### config.mk
export PLATFORM = sky130hd
export DESIGN_NAME = tf_taskfile_engine
export DESIGN_NICKNAME = d
export VERILOG_FILES = /design/src/rtl/tf_pkg.sv /design/src/rtl/tf_regfile.sv /design/src/rtl/tf_ident_rom.sv /design/src/rtl/tf_cmd_fsm.sv /design/src/rtl/tf_taskfile_engine.sv
export SDC_FILE = /design/constraint.sdc
export NUM_CORES = 1
export LEC_CHECK = 0
export ABC_CLOCK_PERIOD_IN_PS = 3400
export BUFFER_PORTS_ARGS = -buffer_cell sky130_fd_sc_hd__buf_2
export CAP_MARGIN = 15
export CELL_PAD_IN_SITES_DETAIL_PLACEMENT = 1
export CELL_PAD_IN_SITES_GLOBAL_PLACEMENT = 1
export CORE_MARGIN = 2
export CORE_UTILIZATION = 44
export CTS_CLUSTER_SIZE = 28
export DETAILED_ROUTE_END_ITERATION = 16
export GPL_TIMING_DRIVEN = 0
export PLACE_DENSITY = 0.8
export SLEW_MARGIN = 0
export SYNTH_ARGS = -nofsm -noshare
export SYNTH_HDL_FRONTEND = slang
export SYNTH_SLANG_ARGS = --single-unit
### constraint.sdc
create_clock -name clk -period 3.4 [get_ports clk]
set_clock_uncertainty 0.2 [all_clocks]
set_input_delay 0.68 -clock clk [delete_from_list [all_inputs] [get_ports clk]]
set_output_delay 0.68 -clock clk [all_outputs]
set_load 0.005 [all_outputs]
### src/rtl/tf_pkg.sv
package tf_pkg;
  localparam logic [2:0] A_DATA  = 3'd0;
  localparam logic [2:0] A_ERRFT = 3'd1;
  localparam logic [2:0] A_DEV   = 3'd6;
  localparam logic [2:0] A_CMDST = 3'd7;

  localparam logic [7:0] OP_IDENT = 8'hEC;
  localparam logic [7:0] OP_FLUSH = 8'hE7;
  localparam logic [7:0] ER_ABORT = 8'h04;

  localparam int DEVSEL_BIT = 4;

  typedef enum logic [1:0] {PH_IDLE, PH_XFER, PH_FLUSH} phase_t;
endpackage

### src/rtl/tf_regfile.sv
module tf_regfile #(
  parameter int LO = 2,
  parameter int HI = 6
) (
  input  logic               clk,
  input  logic               rst_n,
  input  logic               wr_en,
  input  logic [2:0]         addr,
  input  logic [7:0]         wdata,
  input  logic               lock,
  output logic [HI:LO][7:0]  regq
);
  for (genvar i = LO; i <= HI; i++) begin : g_reg
    always_ff @(posedge clk) begin
      if (!rst_n)
        regq[i] <= '0;
      else if (wr_en && !lock && (int'(addr) == i))
        regq[i] <= wdata;
    end
  end

  AST_REG_LOCK: assert property (@(posedge clk) disable iff (!rst_n)
    (lock && wr_en) |=> $stable(regq));
endmodule

### src/rtl/tf_ident_rom.sv
module tf_ident_rom #(
  parameter int          WORDS    = 256,
  parameter int          SER_BASE = 10,
  parameter int          SER_WDS  = 10,
  parameter int          FW_BASE  = 23,
  parameter int          FW_WDS   = 4,
  parameter logic [16*SER_WDS-1:0] SERIAL = "TF-ENGINE-0000000001",
  parameter logic [16*FW_WDS-1:0]  FWREV  = "FW0.0.01",
  parameter bit          WCACHE   = 1'b1,
  localparam int         IDX_W    = $clog2(WORDS)
) (
  input  logic [IDX_W-1:0] idx,
  output logic [15:0]      word
);
  localparam int SER_BITS = 16 * SER_WDS;
  localparam int FW_BITS  = 16 * FW_WDS;

  always_comb begin
    word = 16'h0000;
    if (int'(idx) == 0)  word = 16'h0040;
    if (int'(idx) == 49) word = 16'h0200;
    if (int'(idx) == 85) word = {10'd0, WCACHE, 5'd0};
    for (int k = 0; k < SER_WDS; k++)
      if (int'(idx) == SER_BASE + k) word = SERIAL[SER_BITS-1-16*k -: 16];
    for (int k = 0; k < FW_WDS; k++)
      if (int'(idx) == FW_BASE + k) word = FWREV[FW_BITS-1-16*k -: 16];
  end
endmodule

### src/rtl/tf_cmd_fsm.sv
module tf_cmd_fsm
  import tf_pkg::*;
#(
  parameter int WORDS    = 256,
  parameter bit DRIVE_ID = 1'b0,
  localparam int IDX_W   = $clog2(WORDS)
) (
  input  logic             clk,
  input  logic             rst_n,
  input  logic             cmd_wr,
  input  logic [7:0]       cmd_op,
  input  logic             dev_sel,
  input  logic             data_rd,
  input  logic             stat_rd,
  input  logic             med_done,
  input  logic             med_fail,
  output logic             bsy,
  output logic             drq,
  output logic             err,
  output logic [7:0]       err_reg,
  output logic             irq,
  output logic             flush_req,
  output logic [IDX_W-1:0] idx
);
  localparam logic [IDX_W-1:0] LAST = IDX_W'(WORDS - 1);

  phase_t phase;
  logic   cmd_go, irq_set;

  assign bsy       = (phase == PH_FLUSH);
  assign drq       = (phase == PH_XFER);
  assign flush_req = bsy;
  assign cmd_go    = cmd_wr && !bsy && !drq && (dev_sel == DRIVE_ID);

  always_comb begin
    irq_set = 1'b0;
    if (cmd_go && cmd_op != OP_FLUSH) irq_set = 1'b1;
    if (bsy && (med_done || med_fail)) irq_set = 1'b1;
  end

  always_ff @(posedge clk) begin
    if (!rst_n) begin
      phase   <= PH_IDLE;
      err     <= 1'b0;
      err_reg <= 8'h00;
      idx     <= '0;
      irq     <= 1'b0;
    end else begin
      if (irq_set)      irq <= 1'b1;
      else if (stat_rd) irq <= 1'b0;
      if (cmd_go) begin
        err     <= 1'b0;
        err_reg <= 8'h00;
        case (cmd_op)
          OP_IDENT: begin phase <= PH_XFER; idx <= '0; end
          OP_FLUSH: phase <= PH_FLUSH;
          default: begin err <= 1'b1; err_reg <= ER_ABORT; end
        endcase
      end else if (phase == PH_FLUSH) begin
        if (med_fail) begin
          phase   <= PH_IDLE;
          err     <= 1'b1;
          err_reg <= ER_ABORT;
        end else if (med_done) begin
          phase <= PH_IDLE;
        end
      end else if (phase == PH_XFER && data_rd) begin
        if (idx == LAST) phase <= PH_IDLE;
        else             idx   <= idx + 1'b1;
      end
    end
  end

  AST_FLUSH_HOLD: assert property (@(posedge clk) disable iff (!rst_n)
    (bsy && !med_done && !med_fail) |=> bsy);
  AST_ABORT_CODE: assert property (@(posedge clk) disable iff (!rst_n)
    err |-> (err_reg == ER_ABORT));
  AST_IRQ_ACK: assert property (@(posedge clk) disable iff (!rst_n)
    (stat_rd && !irq_set) |=> !irq);
  AST_DRQ_END: assert property (@(posedge clk) disable iff (!rst_n)
    $fell(drq) |-> $past(data_rd));
  AST_BUSY_LOCK: assert property (@(posedge clk) disable iff (!rst_n)
    (bsy && cmd_wr && !med_done && !med_fail) |=> (bsy && !drq));
endmodule

### src/rtl/tf_taskfile_engine.sv
module tf_taskfile_engine
  import tf_pkg::*;
#(
  parameter int         WORDS    = 256,
  parameter bit         DRIVE_ID = 1'b0,
  parameter bit         WCACHE   = 1'b1,
  parameter logic [159:0] SERIAL = "TF-ENGINE-0000000001",
  parameter logic [63:0]  FWREV  = "FW0.0.01",
  localparam int        IDX_W    = $clog2(WORDS)
) (
  input  logic        clk,
  input  logic        rst_n,
  input  logic        host_wr,
  input  logic        host_rd,
  input  logic [2:0]  host_addr,
  input  logic [7:0]  host_wdata,
  output logic [15:0] host_rdata,
  output logic        irq,
  output logic        flush_req,
  input  logic        flush_done,
  input  logic        flush_fail
);
  logic [6:2][7:0]  regq;
  logic             bsy, drq, err;
  logic [7:0]       err_reg;
  logic [IDX_W-1:0] idx;
  logic [15:0]      id_word;
  logic [7:0]       status;

  tf_regfile #(.LO(2), .HI(6)) u_regs (
    .clk(clk), .rst_n(rst_n), .wr_en(host_wr), .addr(host_addr),
    .wdata(host_wdata), .lock(bsy), .regq(regq)
  );

  tf_cmd_fsm #(.WORDS(WORDS), .DRIVE_ID(DRIVE_ID)) u_fsm (
    .clk(clk), .rst_n(rst_n),
    .cmd_wr(host_wr && host_addr == A_CMDST), .cmd_op(host_wdata),
    .dev_sel(regq[A_DEV][DEVSEL_BIT]),
    .data_rd(host_rd && host_addr == A_DATA),
    .stat_rd(host_rd && host_addr == A_CMDST),
    .med_done(flush_done), .med_fail(flush_fail),
    .bsy(bsy), .drq(drq), .err(err), .err_reg(err_reg), .irq(irq),
    .flush_req(flush_req), .idx(idx)
  );

  tf_ident_rom #(.WORDS(WORDS), .SERIAL(SERIAL), .FWREV(FWREV),
                 .WCACHE(WCACHE)) u_rom (
    .idx(idx), .word(id_word)
  );

  assign status = {bsy, 1'b1, 1'b0, 1'b0, drq, 2'b00, err};

  always_comb begin
    case (host_addr)
      A_DATA:  host_rdata = drq ? id_word : 16'h0000;
      A_ERRFT: host_rdata = {8'h00, err_reg};
      A_CMDST: host_rdata = {8'h00, status};
      default: host_rdata = {8'h00, regq[host_addr]};
    endcase
  end

  AST_IDLE_DATA_ZERO: assert property (@(posedge clk) disable iff (!rst_n)
    (host_rd && host_addr == A_DATA && !drq) |-> (host_rdata == 16'h0000));
endmodule

==> impl_results.md, run 1 <==
- Syn Area/Cell: between 8 and 9 sq um
- Proportion of total power due to net switching: around 28%
- Maximum net fanout on the critical path: 7
- Clock tree sinks: 52
- Via count of the first global-routing pass: between 3000 and 4000
- Total CTS buffers: 5
- Number of search-and-repair iterations in the first detailed-routing pass: 4
- Main synth FF type: sky130_fd_sc_hd__dfxtp_1
- Required time at the endpoint of the critical path: 2.52 ns
- Outcome: finished clean
- Filler Cells Inserted: 866
- Vias per Instance: 5.77
- Register with the most flip-flops: u_regs.regq
- Largest area contributor in the netlist: sky130_fd_sc_hd__dfxtp_1
- Top area cells in the synthesized netlist: sky130_fd_sc_hd__dfxtp_1 33%, sky130_fd_sc_hd__mux2i_1 17%, sky130_fd_sc_hd__nor2_1 7.2%
- Number of max-cap violations: 0
- Placer Congestion: roughly 0.86
- Die width: between 80 and 90 microns
- Yosys warnings: 0
- Register cell area after layout: between 1000 and 1500 sq um
- Gate Count Post-Synth: approximately 380
- Endpoint type of the worst setup path: primary output
- Count of buffers inserted at the top-level ports: 32
- Part of the power in the clock network: 34.7%
- Total routing resource utilization after global routing: 25.6%
- RSZ-0062 raised after global routing: false
- Placement row count: 30
- First-pass GRT wire length: 15200 microns
- Switching power: between 300 and 400 uW
- Kind of start point of the critical path: register
- Die Ht: a little under 90 microns
- Post-CTS setup buffer count: 0
- Portion of synthesized cell area occupied by the leading cell type: between 30% and 40%
- Most common cell after layout, fill and taps aside: sky130_fd_sc_hd__nor2_1
- Nets: between 400 and 500
- Gr ovfl total: 0
- Critical path start-end classification: reg2out
- Ys async rst share: 0%
- Part of the total power dissipated in combinational logic: between 10% and 20%
- Total placed cells including tap cells: approximately 510
- Transition time at the pin with the least slew margin: between 0.9 and 1 ns
- Placeable core area: 6830 sq um
- Clock Pin Slew Worst Setup and Hold Paths: 0.11 ns
- Starting Density: between 40 and 50%
- Commonest cells after routing, fill and taps aside: 60 x sky130_fd_sc_hd__nor2_1, 52 x sky130_fd_sc_hd__mux2i_1, 50 x sky130_fd_sc_hd__dfxtp_1
- Clock network latency to the later pin of the worst-skew pair: between 0.3 and 0.4 ns
- Tcrit/Tclk final: 96.5%
- Worst relative slew slack: approximately a third
- Final cell count without fillers: just over 500
- Number of flip-flops under the largest register name: 40
- Number of nets with antenna violations after routing: 0
- Number of design rule violations left after detail routing: 0
- Number of enable-type register cells in the synthesized netlist: 0
- Area of combinational cells with multiple inputs: ~2000 sq um
- Antenna violations before repair: 0
- Cell at the root of the clock tree: sky130_fd_sc_hd__clkbuf_8
- Number of pins with negative max-slew slack in the final report: 0
- Post-synthesis instance area: 3130 sq um
- Top flop regs: u_regs.regq: 40 flops, u_fsm.idx: 8 flops, u_fsm.phase: 2 flops
- Portion of the post-synthesis area used by sequential elements: 33.2%
- WL per Instance: between 15 and 20 microns
- Synth-to-Final Area Change: 13.9%
- Overall via count from detail_route: 2978
- Total I/O pin count: 35
- Maximum number of pins on one net before global-route repair: 20
- TritonCTS clock tree: built
- Worst min-delay path class: reg2reg
- Number of violations reported at the end of detailed-routing iteration 0: 133
- Arrival time reported for the critical path endpoint: around 2.4 ns
- Final Hold Fails: 0
- Fmax: about 0.30 GHz
- Seq cells post-synth: 52
- Maximum buffer depth of the clock tree: 2
- Synth cell types: 58
- Power density relative to cell area: ~320 nW/um^2
- Max rail drop VDD: 0.245 mV
- Fraction of final layout cells sized beyond drive strength 1: around 18%
- Antenna diode count: 0
- Total internal power: 818 uW
- Routed wire length: approximately 9600 microns
- Area of the die: between 7000 and 8000 sq um
- Min Clock Period, post-route: 3.28 ns
- Post-detailed-placement half-perimeter wirelength: ~7000 microns
- # setup viols final: 0
- Synthesized net count: about 400
- H-Tree Depth: 2
- Total Power Consumption: 1.14 mW
- Fraction of power consumed by sequential logic: approximately 55%
- Static Leakage: 1.40 nW
[cells by family (layout without fill, tap and decap cells)]
kind of cell	after synthesis	count (layout)	share of synthesized area, %
and+or+nand+nor	153	153	24.9
AOI/OAI and AO/OA	76	76	15.5
buffers and inverters	33	72	4.59
adders and majority gates	4	4	1.60
other	1	1	0.120
DFF	52	52	33.2
muxes	56	56	18.4
xor gates and xnor gates	6	6	1.68
[Yosys cell counts, drive strengths merged, types with 8 or more instances]
master	n
nor3	11
inv	8
dfxtp	52
a21oi	18
clkbuf	15
mux2i	52
buf	9
o21ai	23
nand2	29
nor2	60
nor2b	10
nand3	11
[worst max-delay path, stage by stage (launching register included)]
cell and delay [ns]:
sky130_fd_sc_hd__dfxtp_4 0.39, sky130_fd_sc_hd__inv_1 0.07, sky130_fd_sc_hd__ha_2 0.24, sky130_fd_sc_hd__or3_4 0.43, sky130_fd_sc_hd__a221oi_4 0.24, sky130_fd_sc_hd__nor2b_2 0.10
sky130_fd_sc_hd__a2111oi_0 0.34, sky130_fd_sc_hd__nand2b_1 0.16, sky130_fd_sc_hd__buf_2 0.11
[through the flow]
stage	setup TNS (ns)	util (%)	worst slack (ns)	instance area [sq um]	hold slack [ns]
floorplan	0	-	0.569	3130	0.254
global placement	-0.141	50.0	-0.0795	3410	0.265
detailed placement	-0.136	50.0	-0.0689	3410	0.280
CTS	-0.0467	51.5	-0.0467	3520	0.299
global route	0	52.3	0.0124	3570	0.334
finish	0	52.3	0.119	3570	0.297
[path summary, 6_finish.rpt]
check        cells after the start  slack (ns)        endpoint      startpoint
max                              8        0.12   host_rdata[3]    u_fsm.idx[0]
min                              2        0.30  u_fsm.phase[0]  u_fsm.phase[0]
max reg2reg                      7        1.03  u_fsm.phase[1]    u_fsm.idx[0]
min reg2reg                      2        0.30  u_fsm.phase[0]  u_fsm.phase[0]
[cell type report]
class	instances	area share [%]
multi-input combinational	296	55.9
clock buffer	5	1.93
tap	96	3.36
clock inverter	3	0.806
buffer	23	3.15
inverter	9	0.946
sequential	52	29.4
timing repair buffer	32	4.49
[layer usage]
layer	vias to the layer above	global-route usage, %	wire, microns
met2	75	44.1	4630
li1	1429	-	-
met3	25	3.82	386
met1	1449	32.6	4290
met4	0	8.82	265
met5	-	0	0
[power groups by stage]
stage	clock network (mW)	registers, mW	logic, mW
4_1_cts	0.402	0.626	0.119
3_5_place_dp	0	0.640	0.118
5_1_grt	0.428	0.626	0.131
6_report	0.396	0.625	0.120
3_3_place_gp	0	0.639	0.115
2_1_floorplan	0	0.638	0.0711
[what timing repair did]
| item | CTS | global route |
|---|---|---|
| gates cloned | 0 | 0 |
| hold buffers | 0 | 0 |
| endpoints found under the setup margin | 5 | 5 |
| pin swaps | 0 | 1 |
| hold endpoints to repair | 0 | 0 |
| resized for setup | 5 | 17 |
(Power assumes the default switching activity.)
==> run 2, diff against run 1 <==
--- a/config.mk
+++ b/config.mk
@@ -5,13 +5,14 @@
 export SDC_FILE = /design/constraint.sdc
 export NUM_CORES = 1
 export LEC_CHECK = 0
+export ABC_AREA = 1
 export ABC_CLOCK_PERIOD_IN_PS = 3400
 export BUFFER_PORTS_ARGS = -buffer_cell sky130_fd_sc_hd__buf_2
 export CAP_MARGIN = 15
 export CELL_PAD_IN_SITES_DETAIL_PLACEMENT = 1
 export CELL_PAD_IN_SITES_GLOBAL_PLACEMENT = 1
-export CORE_MARGIN = 2
-export CORE_UTILIZATION = 44
+export CORE_MARGIN = 1
+export CORE_UTILIZATION = 41
 export CTS_CLUSTER_SIZE = 28
 export DETAILED_ROUTE_END_ITERATION = 16
 export GPL_TIMING_DRIVEN = 0
==> impl_results.md, run 2 <==
- Outcome: finished clean
- Count of buffers inserted at the top-level ports: 32
- Worst relative slew slack: between 60% and 70%
- Post-Place Worst Slack: about 0.22 ns
- Met3 global-route usage: under 10%
- Yosys warnings: 0
- Transition time at the pin with the least slew margin: roughly 0.56 ns
- RSZ-0062 raised after global routing: false
- Total CTS buffers: 5
- Worst hold slack: about 0.27 ns
- Cell at the root of the clock tree: sky130_fd_sc_hd__clkbuf_8
- Worst reg-to-reg path cell count: 10
- Maximum buffer depth of the clock tree: 2
- Min Clock Period, post-route: around 3.2 ns
- Worst setup margin: just over 0.2 ns
- Number of enable-type register cells in the synthesized netlist: 0
- Clock network latency to the later pin of the worst-skew pair: between 0.3 and 0.4 ns
- Number of violations reported at the end of detailed-routing iteration 0: 102
- Endpoint type of the worst setup path: primary output
- Total I/O pin count: 35
- Largest area contributor in the netlist: sky130_fd_sc_hd__dfxtp_1
- Setup TNS after final layout: 0 ns
- Antenna diode count: 0
- Number of flip-flops under the largest register name: 40
- Library cell with the highest instance count after synthesis: sky130_fd_sc_hd__nand2_1
- Endpoint of the most critical register-to-register path: u_fsm.idx[5]
- Required time at the endpoint of the critical path: ~2.5 ns
- Main synth FF type: sky130_fd_sc_hd__dfxtp_1
- Nets: approximately 530
- Placement row count: 30
- # setup viols final: 0
- Portion of the post-synthesis area used by sequential elements: between 30% and 40%
- Max rail drop VDD: about 0.23 mV
- Fmax: 0.313 GHz
- Syn Area/Cell: ~6.4 sq um
- Top flop regs: u_regs.regq: 40 flops, u_fsm.idx: 8 flops, u_fsm.phase: 2 flops
- Synthesized net count: 490
- Kind of start point of the critical path: register
- Post-synthesis instance area: approximately 3000 sq um
- Post-detailed-placement half-perimeter wirelength: 7690 microns
- Number of nets with antenna violations after routing: 0
- Synth-to-Final Area Change: 13.2%
- Total placed cells including tap cells: a little under 600
- Share of the core filled with cells in the final layout: between 40% and 50%
- Fraction of final layout cells sized beyond drive strength 1: 13.4%
- Die width: between 80 and 90 microns
- Power density relative to cell area: 363 nW/um^2
- Number of design rule violations left after detail routing: 0
- Portion of synthesized cell area occupied by the leading cell type: 34.6%
- Seq cells post-synth: 52
- Clock tree sinks: 52
- Arrival time reported for the critical path endpoint: 2.31 ns
- Worst r2r src: u_fsm.idx[0]
- Most numerous cell types in the synthesized netlist: 88 x sky130_fd_sc_hd__nand2_1, 79 x sky130_fd_sc_hd__nor2_1, 52 x sky130_fd_sc_hd__dfxtp_1
- Number of search-and-repair iterations in the first detailed-routing pass: 4
- Routed wire length: 9770 microns
- Post-CTS setup buffer count: 0
- Worst min-delay path class: reg2reg
- Via count of the first global-routing pass: 3253
- Ys async rst share: 0%
- Most common cell after layout, fill and taps aside: sky130_fd_sc_hd__nand2_1
- First-pass GRT wire length: between 15000 and 20000 microns
- Commonest cells after routing, fill and taps aside: 88 x sky130_fd_sc_hd__nand2_1, 79 x sky130_fd_sc_hd__nor2_1, 52 x sky130_fd_sc_hd__dfxtp_1
- H-Tree Depth: 2
- Cells on Worst Hold Path: 2
- Final Hold Fails: 0
- CTS hold repair buffers: 0
- Met1 usage: 31.9%
- Source of the critical timing path: u_fsm.idx[0]
- Gate Count Post-Synth: 469
- Top area cells in the synthesized netlist: sky130_fd_sc_hd__dfxtp_1 35%, sky130_fd_sc_hd__nand2_1 11%, sky130_fd_sc_hd__nor2_1 9.9%
- Starting Density: 43.3%
- Vias per Instance: between 5 and 6
- Critical path destination: host_rdata[4]
- Antenna violations before repair: 0
- Die Ht: 87.6 microns
- Synth cell types: 33
- TritonCTS clock tree: built
- Global-route met2 utilization: between 50% and 60%
- Tcrit/Tclk final: about 94%
- R2R Setup Slk: between 1 and 1.5 ns
- Static Leakage: between 1.5 and 2 nW
- Placer Congestion: about 0.88
- Number of pins with negative max-slew slack in the final report: 0
- Clock Pin Slew Worst Setup and Hold Paths: around 0.11 ns
- Number of gates resized after CTS: 0
- Most Crowded Layer GR: met2
- Total routing resource utilization after global routing: a little over a quarter
- Gr ovfl total: 0
- Number of max-cap violations: 0
- Register with the most flip-flops: u_regs.regq
- Area of the die: ~7700 sq um
- Final cell count without fillers: between 600 and 700
- Placeable core area: approximately 6900 sq um
- WL per Instance: 16.2 microns
- Critical path start-end classification: reg2out
- Maximum number of pins on one net before global-route repair: 18
- Maximum net fanout on the critical path: 6
- Overall via count from detail_route: approximately 3300
-- run 2: cell types whose count changed after synthesis, moves of 5 or more --
cell	before	now
sky130_fd_sc_hd__nor2b_1	9	0
sky130_fd_sc_hd__clkbuf_1	15	4
sky130_fd_sc_hd__mux2i_1	52	0
sky130_fd_sc_hd__nor2_2	0	5
sky130_fd_sc_hd__nand3_1	11	40
sky130_fd_sc_hd__nand2_1	29	88
sky130_fd_sc_hd__nor2_1	60	79
sky130_fd_sc_hd__o21ai_0	23	48
sky130_fd_sc_hd__inv_1	7	43
sky130_fd_sc_hd__nand2b_1	6	0
sky130_fd_sc_hd__a21oi_1	18	45
-- run 2: power breakdown --
group | internal, mW | switching [mW]
registers | 0.632 | 0.0123
clock network | 0.222 | 0.225
logic | 0.0450 | 0.0993
-- run 2: how the worst min path moves through the flow --
stage,startpoint,end,slack [ns]
finish,u_regs.regq[29],u_regs.regq[29],0.27
global route,u_regs.regq[29],u_regs.regq[29],0.29
CTS,u_regs.regq[29],u_regs.regq[29],0.27
detailed placement,u_regs.regq[29],u_regs.regq[29],0.25
global placement,u_regs.regq[21],u_regs.regq[21],0.24
floorplan,u_regs.regq[29],u_regs.regq[29],0.23
-- run 2: layout make-up --
type / count / area (sq um)
buffer: 14 / 68.8
clock buffer: 5 / 68.8
clock inverter: 3 / 46.3
fill: 975 / 3540
inverter: 50 / 188
multi-input combinational: 353 / 1710
sequential: 52 / 1040
tap: 96 / 120
timing repair buffer: 32 / 160
-- run 2: metal layers --
| metal | vias to the layer above | wire [microns] |
|---|---|---|
| met4 | 0 | 107 |
| li1 | 1617 | - |
| met2 | 60 | 5090 |
| met3 | 12 | 389 |
| met1 | 1576 | 4180 |
| met5 | - | 0 |
-- run 2: metrics by stage --
step	power (mW)	cell area (sq um)
3_3_place_gp	0.797	3290
5_1_grt	1.29	3400
3_5_place_dp	0.801	3290
2_1_floorplan	0.741	3010
4_1_cts	1.24	3400
6_report	1.24	3400
-- run 2: cells by family (layout without fill, tap and decap cells) --
| kind of cell | count (synthesis) | count (layout) | synth area share [%] |
|---|---|---|---|
| fa+ha+maj | 4 | 4 | 1.66 |
| simple gates | 233 | 233 | 33.8 |
| buf+inv | 64 | 104 | 8.53 |
| compound gates | 109 | 109 | 19.5 |
| other cells | 1 | 1 | 0.125 |
| xor+xnor | 6 | 6 | 1.75 |
| flops | 52 | 52 | 34.6 |
-- run 2: worst max-delay path: stages, from the launching register on --
cell and delay (ns):
sky130_fd_sc_hd__dfxtp_1 0.42, sky130_fd_sc_hd__ha_1 0.35, sky130_fd_sc_hd__inv_1 0.11, sky130_fd_sc_hd__nor2_2 0.27, sky130_fd_sc_hd__nand2_1 0.19, sky130_fd_sc_hd__nand3_1 0.19
sky130_fd_sc_hd__nor3_1 0.07, sky130_fd_sc_hd__o21ai_0 0.22, sky130_fd_sc_hd__buf_2 0.16
==> run 3, diff against run 2 <==
==> constraint.sdc (replaced) <==
create_clock -name clk -period 3.4 [get_ports clk]
set_clock_uncertainty 0.2 [all_clocks]
set_input_delay 0.17 -clock clk [delete_from_list [all_inputs] [get_ports clk]]
set_output_delay 0.17 -clock clk [all_outputs]
set_load 0.005 [all_outputs]
==> impl_results.md, run 3 (synthesized netlist as in run 2, its figures left out) <==
- Outcome: finished clean
- Number of buffer and inverter stages on the critical path: 2
- Min Clock Period, post-route: approximately 2.7 ns
- Family with the most delay on the worst path: simple AND/OR/NAND/NOR gates
- Worst min-delay path class: in2reg
- Starting Density: a little over two fifths
- Maximum buffer depth of the clock tree: 2
- Post-detailed-placement half-perimeter wirelength: around 7700 microns
- Number of violations reported at the end of detailed-routing iteration 0: 108
- Largest stage delay on the critical path: 0.42 ns
- Total Power Consumption: roughly 1.2 mW
- Total I/O pin count: 35
- Top flop regs: u_regs.regq: 40 flops, u_fsm.idx: 8 flops, u_fsm.phase: 2 flops
- Overall via count from detail_route: ~3300
- Worst hold slack: between 0.0005 and 0.0006 ns
- Post-Place Worst Slack: between 1 and 1.5 ns
- Maximum number of pins on one net before global-route repair: 18
- Number of max-cap violations: 0
- # setup viols final: 0
- Placeable core area: slightly below 7000 sq um
- Gr ovfl total: 0
- Final Hold Fails: 0
- Cell at the root of the clock tree: sky130_fd_sc_hd__clkbuf_8
- Number of nets with antenna violations after routing: 0
- Cell-by-cell trace of the critical path: ha_1 > inv_1 > nor2_2 > nand2_1 > nand3_1 > nor3_1 > o21ai_0 > buf_2
- Max rail drop VDD: 0.226 mV
- Critical path start-end classification: reg2out
- Total CTS buffers: 5
- H-Tree Depth: 2
- Clock network latency to the later pin of the worst-skew pair: between 0.3 and 0.4 ns
- Die Ht: between 80 and 90 microns
- Via count of the first global-routing pass: between 3000 and 4000
- Worst reg-to-reg path cell count: 10
- Worst setup margin: 0.711 ns
- Endpoint type of the worst setup path: primary output
- R2R Setup Slk: 1.14 ns
- Kind of start point of the critical path: register
- Clock tree sinks: 52
- First-pass GRT wire length: around 16000 microns
- Hold wc startpoint: host_wdata[6]
- Vias per Instance: ~5.4
- Placer Congestion: 0.881
- Antenna violations before repair: 0
- Number of design rule violations left after detail routing: 0
- Count of buffers inserted at the top-level ports: 32
- Most common cell after layout, fill and taps aside: sky130_fd_sc_hd__nand2_1
- RSZ-0062 raised after global routing: false
- Worst relative slew slack: between 60 and 70%
- Total routing resource utilization after global routing: roughly 27%
- Synth-to-Final Area Change: 14.8%
- Arrival time reported for the critical path endpoint: between 2 and 2.5 ns
- Nets: roughly 530
- Number of search-and-repair iterations in the first detailed-routing pass: 4
- Transition time at the pin with the least slew margin: ~0.56 ns
- Clock Pin Slew Worst Setup and Hold Paths: 0.10 ns
- Routed wire length: between 9000 and 10000 microns
- Register with the most flip-flops: u_regs.regq
- Number of pins with negative max-slew slack in the final report: 0
- Number of flip-flops under the largest register name: 40
- Worst r2r src: u_fsm.idx[0]
- Antenna diode count: 0
- Static Leakage: about 1.5 nW
- Required time at the endpoint of the critical path: ~3.0 ns
- Maximum net fanout on the critical path: 6
- Area of the die: 7680 sq um
- Tcrit/Tclk final: between 70% and 80%
- Cells on Worst Hold Path: 3
- Setup TNS after final layout: 0 ns
- Fmax: between 0.3 and 0.4 GHz
- Endpoint of the worst hold path: u_regs.regq[38]
- WL per Instance: roughly 16 microns
- Die width: approximately 88 microns
- Endpoint of the most critical register-to-register path: u_fsm.idx[5]
- TritonCTS clock tree: built
- Fraction of final layout cells sized beyond drive strength 1: about an eighth
- Power density relative to cell area: around 360 nW/um^2
- Commonest cells after routing, fill and taps aside: 88 x sky130_fd_sc_hd__nand2_1, 79 x sky130_fd_sc_hd__nor2_1, 52 x sky130_fd_sc_hd__dfxtp_1
- Placement row count: 30
- Number of gates resized after CTS: 0
- Slowest CP cell: sky130_fd_sc_hd__dfxtp_1
-- run 3: repair_timing --
item / in CTS / in global routing
buffers inserted: 0 / 0
hold endpoints to repair: 14 / 0
hold buffers: 5 / 0
-- run 3: layer usage --
metal | global-route usage [%] | share of wire [%]
met3 | 4.05 | 3.5
met5 | 0 | 0
met4 | 5.81 | 1.1
met1 | 32.2 | 43
met2 | 51.8 | 52
-- run 3: layout make-up --
cell class                      count  area [sq um]
Buffer                             14          68.8
Timing Repair Buffer               37           210
Tap cell                           96           120
Inverter                           50           188
Clock inverter                      3          46.3
Fill cell                         970          3490
Sequential cell                    52          1040
Clock buffer                        5          68.8
Multi-Input combinational cell    353          1710
-- run 3: tightest hold or removal path, stage by stage --
cell and delay (ns):
sky130_fd_sc_hd__buf_2 0.15, sky130_fd_sc_hd__nor2_1 0.11, sky130_fd_sc_hd__nor2_1 0.05
-- run 3: where the power goes --
group	internal [mW]	switching, mW
combinational	0.0488	0.0999
clock	0.222	0.226
sequential	0.632	0.0124
-- run 3: through the flow --
step | instances | cell area (sq um) | util (%)
6_report | 610 | 3450 | 49.7
5_1_grt | 610 | 3450 | 49.7
4_1_cts | 610 | 3450 | 49.7
3_5_place_dp | 597 | 3290 | 47.3
3_3_place_gp | 597 | 3290 | 47.3
2_1_floorplan | 469 | 3010 | -
-- run 3: how the worst max path moves through the flow --
stage               depth (start not counted)         start  slack (ns)              to
floorplan                                   9  u_fsm.idx[0]        1.57  host_rdata[11]
global placement                            8  u_fsm.idx[0]        1.09   host_rdata[4]
detailed placement                          8  u_fsm.idx[0]        1.08   host_rdata[4]
CTS                                        11  u_fsm.idx[0]        0.71   host_rdata[1]
global route                               11  u_fsm.idx[0]        0.54   host_rdata[1]
finish                                      8  u_fsm.idx[0]        0.71   host_rdata[4]
